**src/rtl/smul_pkg.sv**
```systemverilog
package smul_pkg;
  typedef enum logic [1:0] {
    OP_MUL    = 2'b00,
    OP_MULH   = 2'b01,
    OP_MULHSU = 2'b10,
    OP_MULHU  = 2'b11
  } mul_op_e;

  typedef enum logic [1:0] {
    ST_IDLE = 2'b00,
    ST_CALC = 2'b01,
    ST_FIN  = 2'b10
  } mul_st_e;
endpackage

```
**src/rtl/smul_swap.sv**
```systemverilog
module smul_swap
  import smul_pkg::*;
#(
  parameter int W = 32
) (
  input  mul_op_e        op_i,
  input  logic [W-1:0]   a_i,
  input  logic [W-1:0]   b_i,
  output logic [W-1:0]   a_o,
  output logic [W-1:0]   b_o
);
  logic commute;
  logic do_swap;

  // only where both operands share a signedness
  assign commute = (op_i == OP_MUL) || (op_i == OP_MULHU);
  assign do_swap = commute && (b_i > a_i);
  assign a_o     = do_swap ? b_i : a_i;
  assign b_o     = do_swap ? a_i : b_i;
endmodule

```
**src/rtl/smul_ctrl.sv**
```systemverilog
module smul_ctrl
  import smul_pkg::*;
#(
  parameter int W = 32
) (
  input  logic clk_i,
  input  logic rst_ni,
  input  logic start_i,
  input  logic early_en_i,
  input  logic b_rest_zero_i,
  output logic load_o,
  output logic step_o,
  output logic last_o,
  output logic done_o
);
  localparam int CNT_W = $clog2(W);
  localparam logic [CNT_W-1:0] LAST_CNT = CNT_W'(W - 1);

  mul_st_e          st_q, st_d;
  logic [CNT_W-1:0] cnt_q;

  always_comb begin
    st_d   = st_q;
    load_o = 1'b0;
    step_o = 1'b0;
    unique case (st_q)
      ST_IDLE: if (start_i) begin
        load_o = 1'b1;
        st_d   = ST_CALC;
      end
      ST_CALC: begin
        step_o = 1'b1;
        if (last_o || (early_en_i && b_rest_zero_i)) st_d = ST_FIN;
      end
      ST_FIN:  st_d = ST_IDLE;
      default: st_d = ST_IDLE;
    endcase
  end

  assign last_o = (st_q == ST_CALC) && (cnt_q == LAST_CNT);
  assign done_o = (st_q == ST_FIN);

  always_ff @(posedge clk_i or negedge rst_ni) begin
    if (!rst_ni) begin
      st_q  <= ST_IDLE;
      cnt_q <= '0;
    end else begin
      st_q <= st_d;
      if (load_o)      cnt_q <= '0;
      else if (step_o) cnt_q <= cnt_q + 1'b1;
    end
  end

  p_done_pulse_r6: assert property (@(posedge clk_i) disable iff (!rst_ni)
    done_o |=> !done_o);

  p_full_run_r4: assert property (@(posedge clk_i) disable iff (!rst_ni)
    (st_q == ST_CALC && !last_o && !early_en_i) |=> (st_q == ST_CALC));
endmodule

```
**src/rtl/smul_dpath.sv**
```systemverilog
module smul_dpath
  import smul_pkg::*;
#(
  parameter int W = 32
) (
  input  logic           clk_i,
  input  logic           rst_ni,
  input  logic           load_i,
  input  logic           step_i,
  input  logic           last_i,
  input  mul_op_e        op_i,
  input  logic [W-1:0]   a_i,
  input  logic [W-1:0]   b_i,
  output logic           early_en_o,
  output logic           b_rest_zero_o,
  output logic [W-1:0]   result_o
);
  localparam int PW = 2 * W;

  mul_op_e        op_q;
  logic [PW-1:0]  a_q;
  logic [W-1:0]   b_q;
  logic [PW-1:0]  acc_q;
  logic           b_sgn_q;
  logic           a_sgn;
  logic [PW-1:0]  addend;

  assign a_sgn  = (op_i == OP_MULH) || (op_i == OP_MULHSU);
  assign addend = b_q[0] ? a_q : '0;

  always_ff @(posedge clk_i or negedge rst_ni) begin
    if (!rst_ni) begin
      op_q    <= OP_MUL;
      a_q     <= '0;
      b_q     <= '0;
      acc_q   <= '0;
      b_sgn_q <= 1'b0;
    end else if (load_i) begin
      op_q    <= op_i;
      a_q     <= {{W{a_sgn & a_i[W-1]}}, a_i};
      b_q     <= b_i;
      acc_q   <= '0;
      b_sgn_q <= (op_i == OP_MULH);
    end else if (step_i) begin
      // sign bit of a signed iterated operand weighs negative
      acc_q <= (last_i && b_sgn_q) ? acc_q - addend : acc_q + addend;
      a_q   <= a_q << 1;
      b_q   <= b_q >> 1;
    end
  end

  assign early_en_o    = (op_q == OP_MUL);
  assign b_rest_zero_o = (b_q[W-1:1] == '0);
  assign result_o      = (op_q == OP_MUL) ? acc_q[W-1:0] : acc_q[PW-1:W];

  p_acc_hold_r7: assert property (@(posedge clk_i) disable iff (!rst_ni)
    (!load_i && !step_i) |=> $stable(acc_q));
endmodule

```
**src/rtl/smul_top.sv**
```systemverilog
module smul_top
  import smul_pkg::*;
#(
  parameter int W = 32
) (
  input  logic         clk_i,
  input  logic         rst_ni,
  input  logic         start_i,
  input  logic [1:0]   op_i,
  input  logic [W-1:0] a_i,
  input  logic [W-1:0] b_i,
  output logic [W-1:0] result_o,
  output logic         done_o
);
  mul_op_e      op;
  logic [W-1:0] a_sw, b_sw;
  logic         load, step, last, early_en, b_rest_zero;

  assign op = mul_op_e'(op_i);

  smul_swap #(.W(W)) u_swap (
    .op_i (op),
    .a_i  (a_i),
    .b_i  (b_i),
    .a_o  (a_sw),
    .b_o  (b_sw)
  );

  smul_ctrl #(.W(W)) u_ctrl (
    .clk_i         (clk_i),
    .rst_ni        (rst_ni),
    .start_i       (start_i),
    .early_en_i    (early_en),
    .b_rest_zero_i (b_rest_zero),
    .load_o        (load),
    .step_o        (step),
    .last_o        (last),
    .done_o        (done_o)
  );

  smul_dpath #(.W(W)) u_dpath (
    .clk_i         (clk_i),
    .rst_ni        (rst_ni),
    .load_i        (load),
    .step_i        (step),
    .last_i        (last),
    .op_i          (op),
    .a_i           (a_sw),
    .b_i           (b_sw),
    .early_en_o    (early_en),
    .b_rest_zero_o (b_rest_zero),
    .result_o      (result_o)
  );

  p_zero_fast_r9: assert property (@(posedge clk_i) disable iff (!rst_ni)
    (load && op == OP_MUL && (a_i == '0 || b_i == '0)) |=> ##1 done_o);
endmodule

```
**config.mk**
```make
export PLATFORM = sky130hd
export DESIGN_NAME = smul_top
export DESIGN_NICKNAME = d
export VERILOG_FILES = /design/src/rtl/smul_pkg.sv /design/src/rtl/smul_swap.sv /design/src/rtl/smul_ctrl.sv /design/src/rtl/smul_dpath.sv /design/src/rtl/smul_top.sv
export SDC_FILE = /design/constraint.sdc
export NUM_CORES = 1
export LEC_CHECK = 0
export ABC_AREA = 1
export BUFFER_PORTS_ARGS = -buffer_cell sky130_fd_sc_hd__buf_2
export CORE_MARGIN = 2
export CORE_UTILIZATION = 34
export CTS_CLUSTER_SIZE = 14
export DETAILED_ROUTE_END_ITERATION = 10
export PLACE_DENSITY = 0.51
export RECOVER_POWER = 50
export SLEW_MARGIN = 20
export SYNTH_ARGS = -nofsm -noshare
export SYNTH_HDL_FRONTEND = slang
export SYNTH_HIERARCHICAL = 1
export SYNTH_SLANG_ARGS = --single-unit
```
**constraint.sdc**
```tcl
create_clock -name clk_i -period 8.5 [get_ports clk_i]
set_input_delay 1.275 -clock clk_i [delete_from_list [all_inputs] [get_ports clk_i]]
set_output_delay 1.275 -clock clk_i [all_outputs]
set_load 0.05 [all_outputs]
```
==> results of run 1 <==
-- sequential cells by signal (all words and copies together) (netlist names) --
| name | cells |
|---|---|
| u_dpath/op_q | 2 |
| u_dpath/b_sgn_q | 1 |
| u_ctrl/st_q | 2 |
| u_dpath/acc_q | 64 |
| u_ctrl/cnt_q | 5 |
| u_dpath/b_q | 32 |
| u_dpath/a_q | 64 |
-- per-stage QoR --
| stage | setup slack [ns] | cells | hold slack (ns) | area, um^2 |
|---|---|---|---|---|
| floorplan | 5.13 | 2852 | 0.442 | 17700 |
| global placement | 3.71 | 3562 | 0.469 | 18500 |
| detailed placement | 3.63 | 3562 | 0.470 | 18500 |
| CTS | 3.61 | 3594 | 0.492 | 19200 |
| global route | 2.21 | 3594 | 0.520 | 19200 |
| finish | 2.62 | 3594 | 0.491 | 19200 |
-- layer usage --
metal	global-route usage (%)	share of wire (%)	vias up
met4	10.1	3.8	0
met1	32.3	45	8362
met3	3.32	5.0	106
li1	-	-	9038
met5	0	0	-
met2	40.2	46	515
-- kinds of logic after synthesis --
logic type	count (synthesis)	synth area share, %
and+or+nand+nor	1653	41.1
muxes	10	0.637
AOI/OAI and AO/OA	282	9.73
adders and majority gates	100	7.12
buffers and inverters	562	13.7
DFF	170	24.1
xor gates and xnor gates	75	3.72
-- layout by cell type, fill, tap and decap left out, types with 4 or more instances in the layout --
cell type	instances
sky130_fd_sc_hd__buf_2	99
sky130_fd_sc_hd__buf_4	7
sky130_fd_sc_hd__inv_8	4
sky130_fd_sc_hd__o221ai_1	47
sky130_fd_sc_hd__o211ai_1	6
sky130_fd_sc_hd__mux2_2	10
sky130_fd_sc_hd__nor2_1	203
sky130_fd_sc_hd__nand3b_1	17
sky130_fd_sc_hd__nor3_2	6
sky130_fd_sc_hd__nand3_1	148
sky130_fd_sc_hd__clkbuf_16	17
sky130_fd_sc_hd__inv_1	464
sky130_fd_sc_hd__nand2_1	1093
sky130_fd_sc_hd__ha_1	99
sky130_fd_sc_hd__nor2_4	9
sky130_fd_sc_hd__o21ai_0	65
sky130_fd_sc_hd__o21bai_1	9
sky130_fd_sc_hd__a21oi_1	109
sky130_fd_sc_hd__xnor2_1	42
sky130_fd_sc_hd__nand3_2	61
sky130_fd_sc_hd__nor3_1	20
sky130_fd_sc_hd__o22ai_1	20
sky130_fd_sc_hd__nand4_1	21
sky130_fd_sc_hd__nor4_1	6
sky130_fd_sc_hd__nand2_2	35
sky130_fd_sc_hd__o21ai_1	5
sky130_fd_sc_hd__o21ai_2	6
sky130_fd_sc_hd__dfrtp_1	169
sky130_fd_sc_hd__a22oi_1	6
sky130_fd_sc_hd__inv_2	13
sky130_fd_sc_hd__xor2_1	33
sky130_fd_sc_hd__nor2_2	15
sky130_fd_sc_hd__nand2_4	9
-- final timing paths --
check	endpoint	depth (start not counted)
max	u_dpath/b_q[26]	9
max in group asynchronous	u_dpath/b_q[0]	2
min	u_dpath/acc_q[63]	2
max reg2reg	u_dpath/b_q[26]	9
min in group asynchronous	u_dpath/acc_q[13]	1
min reg2reg	u_dpath/acc_q[63]	2
-- worst max-delay path, stage by stage --
cell	delay, ns
sky130_fd_sc_hd__buf_2	0.08
sky130_fd_sc_hd__nand2_1	0.16
sky130_fd_sc_hd__clkinv_1	0.08
sky130_fd_sc_hd__clkbuf_1	2.21
sky130_fd_sc_hd__nor2_4	0.05
sky130_fd_sc_hd__buf_4	0.40
sky130_fd_sc_hd__inv_2	0.21
sky130_fd_sc_hd__clkbuf_2	1.25
sky130_fd_sc_hd__o221ai_1	0.26
-- cell type report --
class	instances	area [um^2]	area share, %
multi-input cells	2120	11000	57.5
well taps	680	851	4.44
clock buffers	17	425	2.22
repair buffers	113	592	3.09
clock inverters	15	211	1.10
inverters	479	1800	9.41
flip-flops and latches	170	4260	22.2
==> results.rst, run 1 <==
.. list-table::
   :header-rows: 1

   * - Metric
     - Value
   * - Hold buffers post-CTS
     - 0
   * - Unrepaired setup endpoints after global routing
     - no
   * - Dominant synthesized flop cell
     - sky130_fd_sc_hd__dfrtp_1
   * - Clk sinks
     - 170
   * - Core Area
     - 51,300 um^2
   * - Peak clock frequency supported by timing
     - 170 MHz
   * - Standard-cell rows
     - 83
   * - Type of the worst setup path
     - input port to flop
   * - RD Place Congestion
     - 1.03
   * - CP endpoint kind
     - flop
   * - Setup violators final
     - 0
   * - Top-count cell post-synth
     - sky130_fd_sc_hd__nand2_1
   * - Pin count of the biggest net entering global routing
     - 91
   * - Clock Path Buffers
     - 2
   * - Layout cell share with drive strength beyond 1
     - 10.8%
   * - I/O pin cnt
     - 102
   * - Final Slew Violations
     - 285
   * - Die boundary height
     - 232 um
   * - Number of global-route vias before repair
     - 17,578
   * - Post-synth cell types
     - 51
   * - Reg2Reg Launch Point
     - u_ctrl/st_q[0]
   * - Clock Tree Root
     - sky130_fd_sc_hd__clkbuf_16
   * - Initial core utilization
     - 34.4%
   * - Most frequent cells after synthesis
     - sky130_fd_sc_hd__nand2_1, sky130_fd_sc_hd__inv_1, sky130_fd_sc_hd__nor2_1
   * - Largest area contributor in the synthesized netlist
     - sky130_fd_sc_hd__dfrtp_1
   * - Violations in the final reports
     - capacitance limit, slew limit
   * - Initial antenna violation count
     - 0
   * - CP Max Fanout
     - 72
   * - Share of the core filled with cells in the final layout
     - 37.3%
   * - PortBufs
     - 101
   * - Count of routing violations after the opening detailed-route iteration
     - 1,460
   * - Cells after Synth
     - 2,852
   * - Synthesis-to-finish area growth
     - 8.45%
   * - Final wirelength
     - 64,600 um
   * - Startpoint type of the worst setup path
     - input port
   * - Max transition margin
     - -110%
   * - Post-synthesis register bit count
     - 170
   * - Worst reg2reg setup slack
     - 2.96 ns
   * - Final #Nets
     - 3,070
   * - Share of the yosys chip area belonging to registers
     - 24.1%
   * - Worst setup path start
     - start_i
   * - Worst clock skew
     - 0.0141 ns
   * - Clock latency on the worst-skew pair
     - 0.49 ns
   * - First-pass GRT wire length
     - 101,000 um
   * - Final Hold Violating Endpoints
     - 0
   * - Synth Net Count
     - 3,021
   * - Floorplan die area
     - 53,800 um^2
   * - Data required time at the worst endpoint
     - 8.76 ns
   * - Buffer count from post-CTS setup fixing
     - 0
   * - Max capacitance violation total
     - 4
   * - Remaining routing DRC violations
     - 0
   * - Ratio of final minimum period to clock period
     - 69.2%
   * - Fill count
     - 5,710
   * - Hold wc startpoint
     - u_dpath/acc_q[63]
   * - Clock tree from TritonCTS
     - yes
   * - Proportion of netlist area held by the largest area contributor
     - 24.1%
   * - Half-perimeter wire length after detailed placement
     - 51,200 um
   * - Netlist area before placement
     - 17,700 um^2
   * - Cts bufs inserted
     - 17
   * - Post-detailed-route wirelength per cell
     - 18.0 um
   * - Yosys warns
     - 6
   * - Resized cells post-CTS
     - 0
   * - Register clock-pin slew on the reported worst setup and hold paths
     - 0.08 ns
   * - Worst hold-check path type
     - flop to flop
   * - Post-Synthesis Mean Instance Area
     - 6.19 um^2
   * - Routed vias/inst
     - 5.01
   * - EDFF count, synth
     - 0
   * - Signal arrival time at the worst endpoint
     - 6.14 ns
   * - Number of search-and-repair iterations in the first detailed-routing pass
     - 8
   * - Max H-tree Level
     - 4
   * - Total via count after detailed routing
     - 18,021
   * - Floorplan die width
     - 232 um
   * - Global-route congestion overflow total
     - 0
   * - Share of flip-flops with an asynchronous set or reset after synthesis
     - 100%
   * - Final critical delay including setup and external delays
     - 5.88 ns
   * - Status
     - finished with violations
   * - GRT Total Usage
     - 24.5%
   * - Post-detailed-route count of antenna-violating nets
     - 0
   * - Worst Tran Pin Value
     - 3.15 ns
   * - Cell types occupying the most area after synthesis
     - sky130_fd_sc_hd__dfrtp_1, sky130_fd_sc_hd__nand2_1, sky130_fd_sc_hd__inv_1
   * - N_diodes
     - 0
   * - Setup total negative slack
     - 0 ns
Power of run 1 is not shown: default switching activity piles up to over one toggle a cycle in this logic, so the estimate is an artifact.
==> run 2: changes to the inputs <==
Clock period 8.5 ns to 5.7 ns, I/O delays scaled along.
==> run 2 against run 1 <==
  * The run still ends with capacitance limit, slew limit left
  * Sequential share of layout area barely moved
  * Global-route usage rose by 0.51 points
  * Final area barely moved
  * Critical endpoint is now u_dpath/acc_q[38]
==> results.rst, run 2 (synthesized netlist as in run 1, its figures left out) <==
.. list-table::
   :header-rows: 1

   * - Metric
     - Value
   * - Half-perimeter wire length after detailed placement
     - 53,500 um (was 51,200 um)
   * - PortBufs
     - 101 (unchanged)
   * - Buffer count from post-CTS setup fixing
     - 0 (unchanged)
   * - Register area
     - 4260 um^2 (unchanged)
   * - Crit-path leading delay family
     - simple AND/OR/NAND/NOR gates (was buffers and inverters)
   * - Critical Path Slowest Stage Cell
     - sky130_fd_sc_hd__dfrtp_2 (was sky130_fd_sc_hd__clkbuf_1)
   * - GRT Total Usage
     - 25.0% (was 24.5%)
   * - Fill count
     - 5,732 (was 5,710)
   * - Number of search-and-repair iterations in the first detailed-routing pass
     - 8 (unchanged)
   * - Multi-input logic area
     - 11,000 um^2 (about the same)
   * - Setup total negative slack
     - 0 ns (unchanged)
   * - Max transition margin
     - -199% (was -110%)
   * - Routed vias/inst
     - 4.98 (was 5.01)
   * - Dominant cell type by count on the critical path
     - sky130_fd_sc_hd__nand2_1
   * - N_diodes
     - 0 (unchanged)
   * - Count of routing violations after the opening detailed-route iteration
     - 1,388 (was 1,460)
   * - Worst-case setup margin in the final layout
     - 0.969 ns (was 2.62 ns)
   * - I/O pin cnt
     - 102 (unchanged)
   * - Total via count after detailed routing
     - 17,918 (was 18,021)
   * - Signal arrival time at the worst endpoint
     - 5.11 ns (was 6.14 ns)
   * - Floorplan die width
     - 232 um (unchanged)
   * - Post-detailed-route count of antenna-violating nets
     - 0 (unchanged)
   * - GR peak layer
     - met2 (unchanged)
   * - Clock Tree Root
     - sky130_fd_sc_hd__clkbuf_16 (unchanged)
   * - Startpoint type of the worst setup path
     - flop (was input port)
   * - Post-detailed-route wirelength per cell
     - 18.3 um (was 18.0 um)
   * - Global-route met1 utilization
     - 32.4% (was 32.3%)
   * - Worst Tran Pin Value
     - 4.48 ns (was 3.15 ns)
   * - Die boundary height
     - 232 um (unchanged)
   * - Final #Nets
     - 3,074 (was 3,070)
   * - Core Area
     - 51,300 um^2 (unchanged)
   * - RD Place Congestion
     - 0.971 (was 1.03)
   * - Synthesis-to-finish area growth
     - 8.41% (was 8.45%)
   * - Largest registers
     - u_dpath/a_q: 64 flops, u_dpath/acc_q: 64 flops, u_dpath/b_q: 32 flops (unchanged)
   * - Pin count of the biggest net entering global routing
     - 103 (was 91)
   * - CP endpoint kind
     - flop (unchanged)
   * - Clock tree from TritonCTS
     - yes (unchanged)
   * - Worst hold-check path type
     - flop to flop (unchanged)
   * - Max capacitance violation total
     - 2 (was 4)
   * - Resized cells post-CTS
     - 0 (unchanged)
   * - Register clock-pin slew on the reported worst setup and hold paths
     - 0.07 ns (was 0.08 ns)
   * - Initial antenna violation count
     - 0 (unchanged)
   * - Worst clock skew
     - 0.0146 ns (was 0.0141 ns)
   * - Pre-CTS setup slack
     - 0.980 ns (was 3.63 ns)
   * - Final Hold Violating Endpoints
     - 0 (unchanged)
   * - Standard-cell rows
     - 83 (unchanged)
   * - Hold buffers post-CTS
     - 0 (unchanged)
   * - Remaining routing DRC violations
     - 0 (unchanged)
   * - Clock Path Buffers
     - 2 (unchanged)
   * - Layout cell share with drive strength beyond 1
     - 10.7% (was 10.8%)
   * - Clk sinks
     - 170 (unchanged)
   * - CP Max Fanout
     - 38 (was 72)
   * - Met2 Usage GRT
     - 42.2% (was 40.2%)
   * - GRT met3 Usage
     - 2.91% (was 3.32%)
   * - Peak clock frequency supported by timing
     - 211 MHz
   * - Cts bufs inserted
     - 17 (unchanged)
   * - Most common cell after layout, fill and taps aside
     - sky130_fd_sc_hd__nand2_1 (unchanged)
   * - Most used cells in the layout excluding fill and tap cells
     - sky130_fd_sc_hd__nand2_1, sky130_fd_sc_hd__inv_1, sky130_fd_sc_hd__nor2_1 (unchanged)
   * - Data required time at the worst endpoint
     - 6.08 ns (was 8.76 ns)
   * - Series of cell instances along the critical path
     - nand2_1, ha_1, nand3_1, nor2_2, nand2_1, nor2_2, nand2_2, nor2_4, nand2_1, nand2_2, xor2_1, inv_1, ha_1, nand2_1, inv_1, a21oi_1, nand2_1, a21oi_1, nand3_1, o21ai_0, nand2_1 (was buf_2, nand2_1, clkinv_1, clkbuf_1, nor2_4, buf_4, inv_2, clkbuf_2, o221ai_1)
   * - Status
     - finished with violations (unchanged)
   * - Floorplan die area
     - 53,800 um^2 (unchanged)
   * - Crit path buffers/inverters
     - 2 (was 6)
   * - Final critical delay including setup and external delays
     - 4.73 ns
   * - Unrepaired setup endpoints after global routing
     - no (unchanged)
   * - Global-route congestion overflow total
     - 0 (unchanged)
   * - Number of global-route vias before repair
     - 17,557 (was 17,578)
   * - Final Slew Violations
     - 135 (was 285)
   * - First-pass GRT wire length
     - 102,000 um (was 101,000 um)
   * - Violations in the final reports
     - capacitance limit, slew limit (unchanged)
   * - Type of the worst setup path
     - flop to flop (was input port to flop)
   * - Setup violators final
     - 0 (unchanged)
   * - Max H-tree Level
     - 4 (unchanged)
   * - Clock latency on the worst-skew pair
     - 0.50 ns (was 0.49 ns)
   * - Ratio of final minimum period to clock period
     - 83.0%
   * - Final wirelength
     - 66,000 um (was 64,600 um)
   * - Initial core utilization
     - 34.4% (unchanged)
   * - Slowest stage delay, CP
     - 0.67 ns (was 2.21 ns)
-- run 2: cell types whose count changed in the layout (fill, tap and decap cells not counted), moves of 2 or more --
cell                       change
sky130_fd_sc_hd__buf_4         +6
sky130_fd_sc_hd__buf_6         -2
sky130_fd_sc_hd__clkbuf_1      +4
sky130_fd_sc_hd__clkbuf_2      -2
sky130_fd_sc_hd__clkbuf_8      +2
sky130_fd_sc_hd__clkinv_8      -2
sky130_fd_sc_hd__inv_8         -4
-- run 2: path summary, 6_finish.rpt --
kind                                     endpoint  cells past startpoint  slack, ns               from
max in group asynchronous         u_dpath/a_q[49]                      1       1.22             rst_ni
min in group asynchronous       u_dpath/acc_q[12]                      1       1.93             rst_ni
worst max-delay path            u_dpath/acc_q[38]                     21       0.97     u_dpath/b_q[0]
worst min-delay path            u_dpath/acc_q[63]                      2       0.48  u_dpath/acc_q[63]
worst min register to register  u_dpath/acc_q[63]                      2       0.48  u_dpath/acc_q[63]
worst max register to register  u_dpath/acc_q[38]                     21       0.97     u_dpath/b_q[0]
-- run 2: layer usage --
layer | vias up | wire length (um)
li1 | 9032 | -
met1 | 8303 | 30300
met2 | 488 | 30700
met3 | 95 | 2510
met4 | 0 | 2430
met5 | - | 0
-- run 2: worst min-delay path, cell delays in order (launching register included) --
cell                      delay (ns)
sky130_fd_sc_hd__dfrtp_1        0.34
sky130_fd_sc_hd__nand2_1        0.05
sky130_fd_sc_hd__nand2_1        0.06
-- run 2: cell type report --
cell class / instances / share of cell area (%)
inverter: 479 / 9.41
multi-input combinational: 2120 / 57.5
sequential: 170 / 22.2
clock inverter: 10 / 0.745
clock buffer: 21 / 2.40
tap: 680 / 4.44
timing repair buffer: 117 / 3.27
-- run 2: metrics by stage --
stage / cell area (um^2) / cells / util [%] / hold slack, ns
after global routing: 19200 / 3597 / 37.3 / 0.524
after global placement: 18600 / 3566 / 36.2 / 0.465
after floorplan: 17700 / 2852 / - / 0.442
after detailed placement: 18600 / 3566 / 36.2 / 0.471
after CTS: 19200 / 3597 / 37.4 / 0.398
final: 19200 / 3597 / 37.3 / 0.483
Power of run 2 is left out for the same reason.
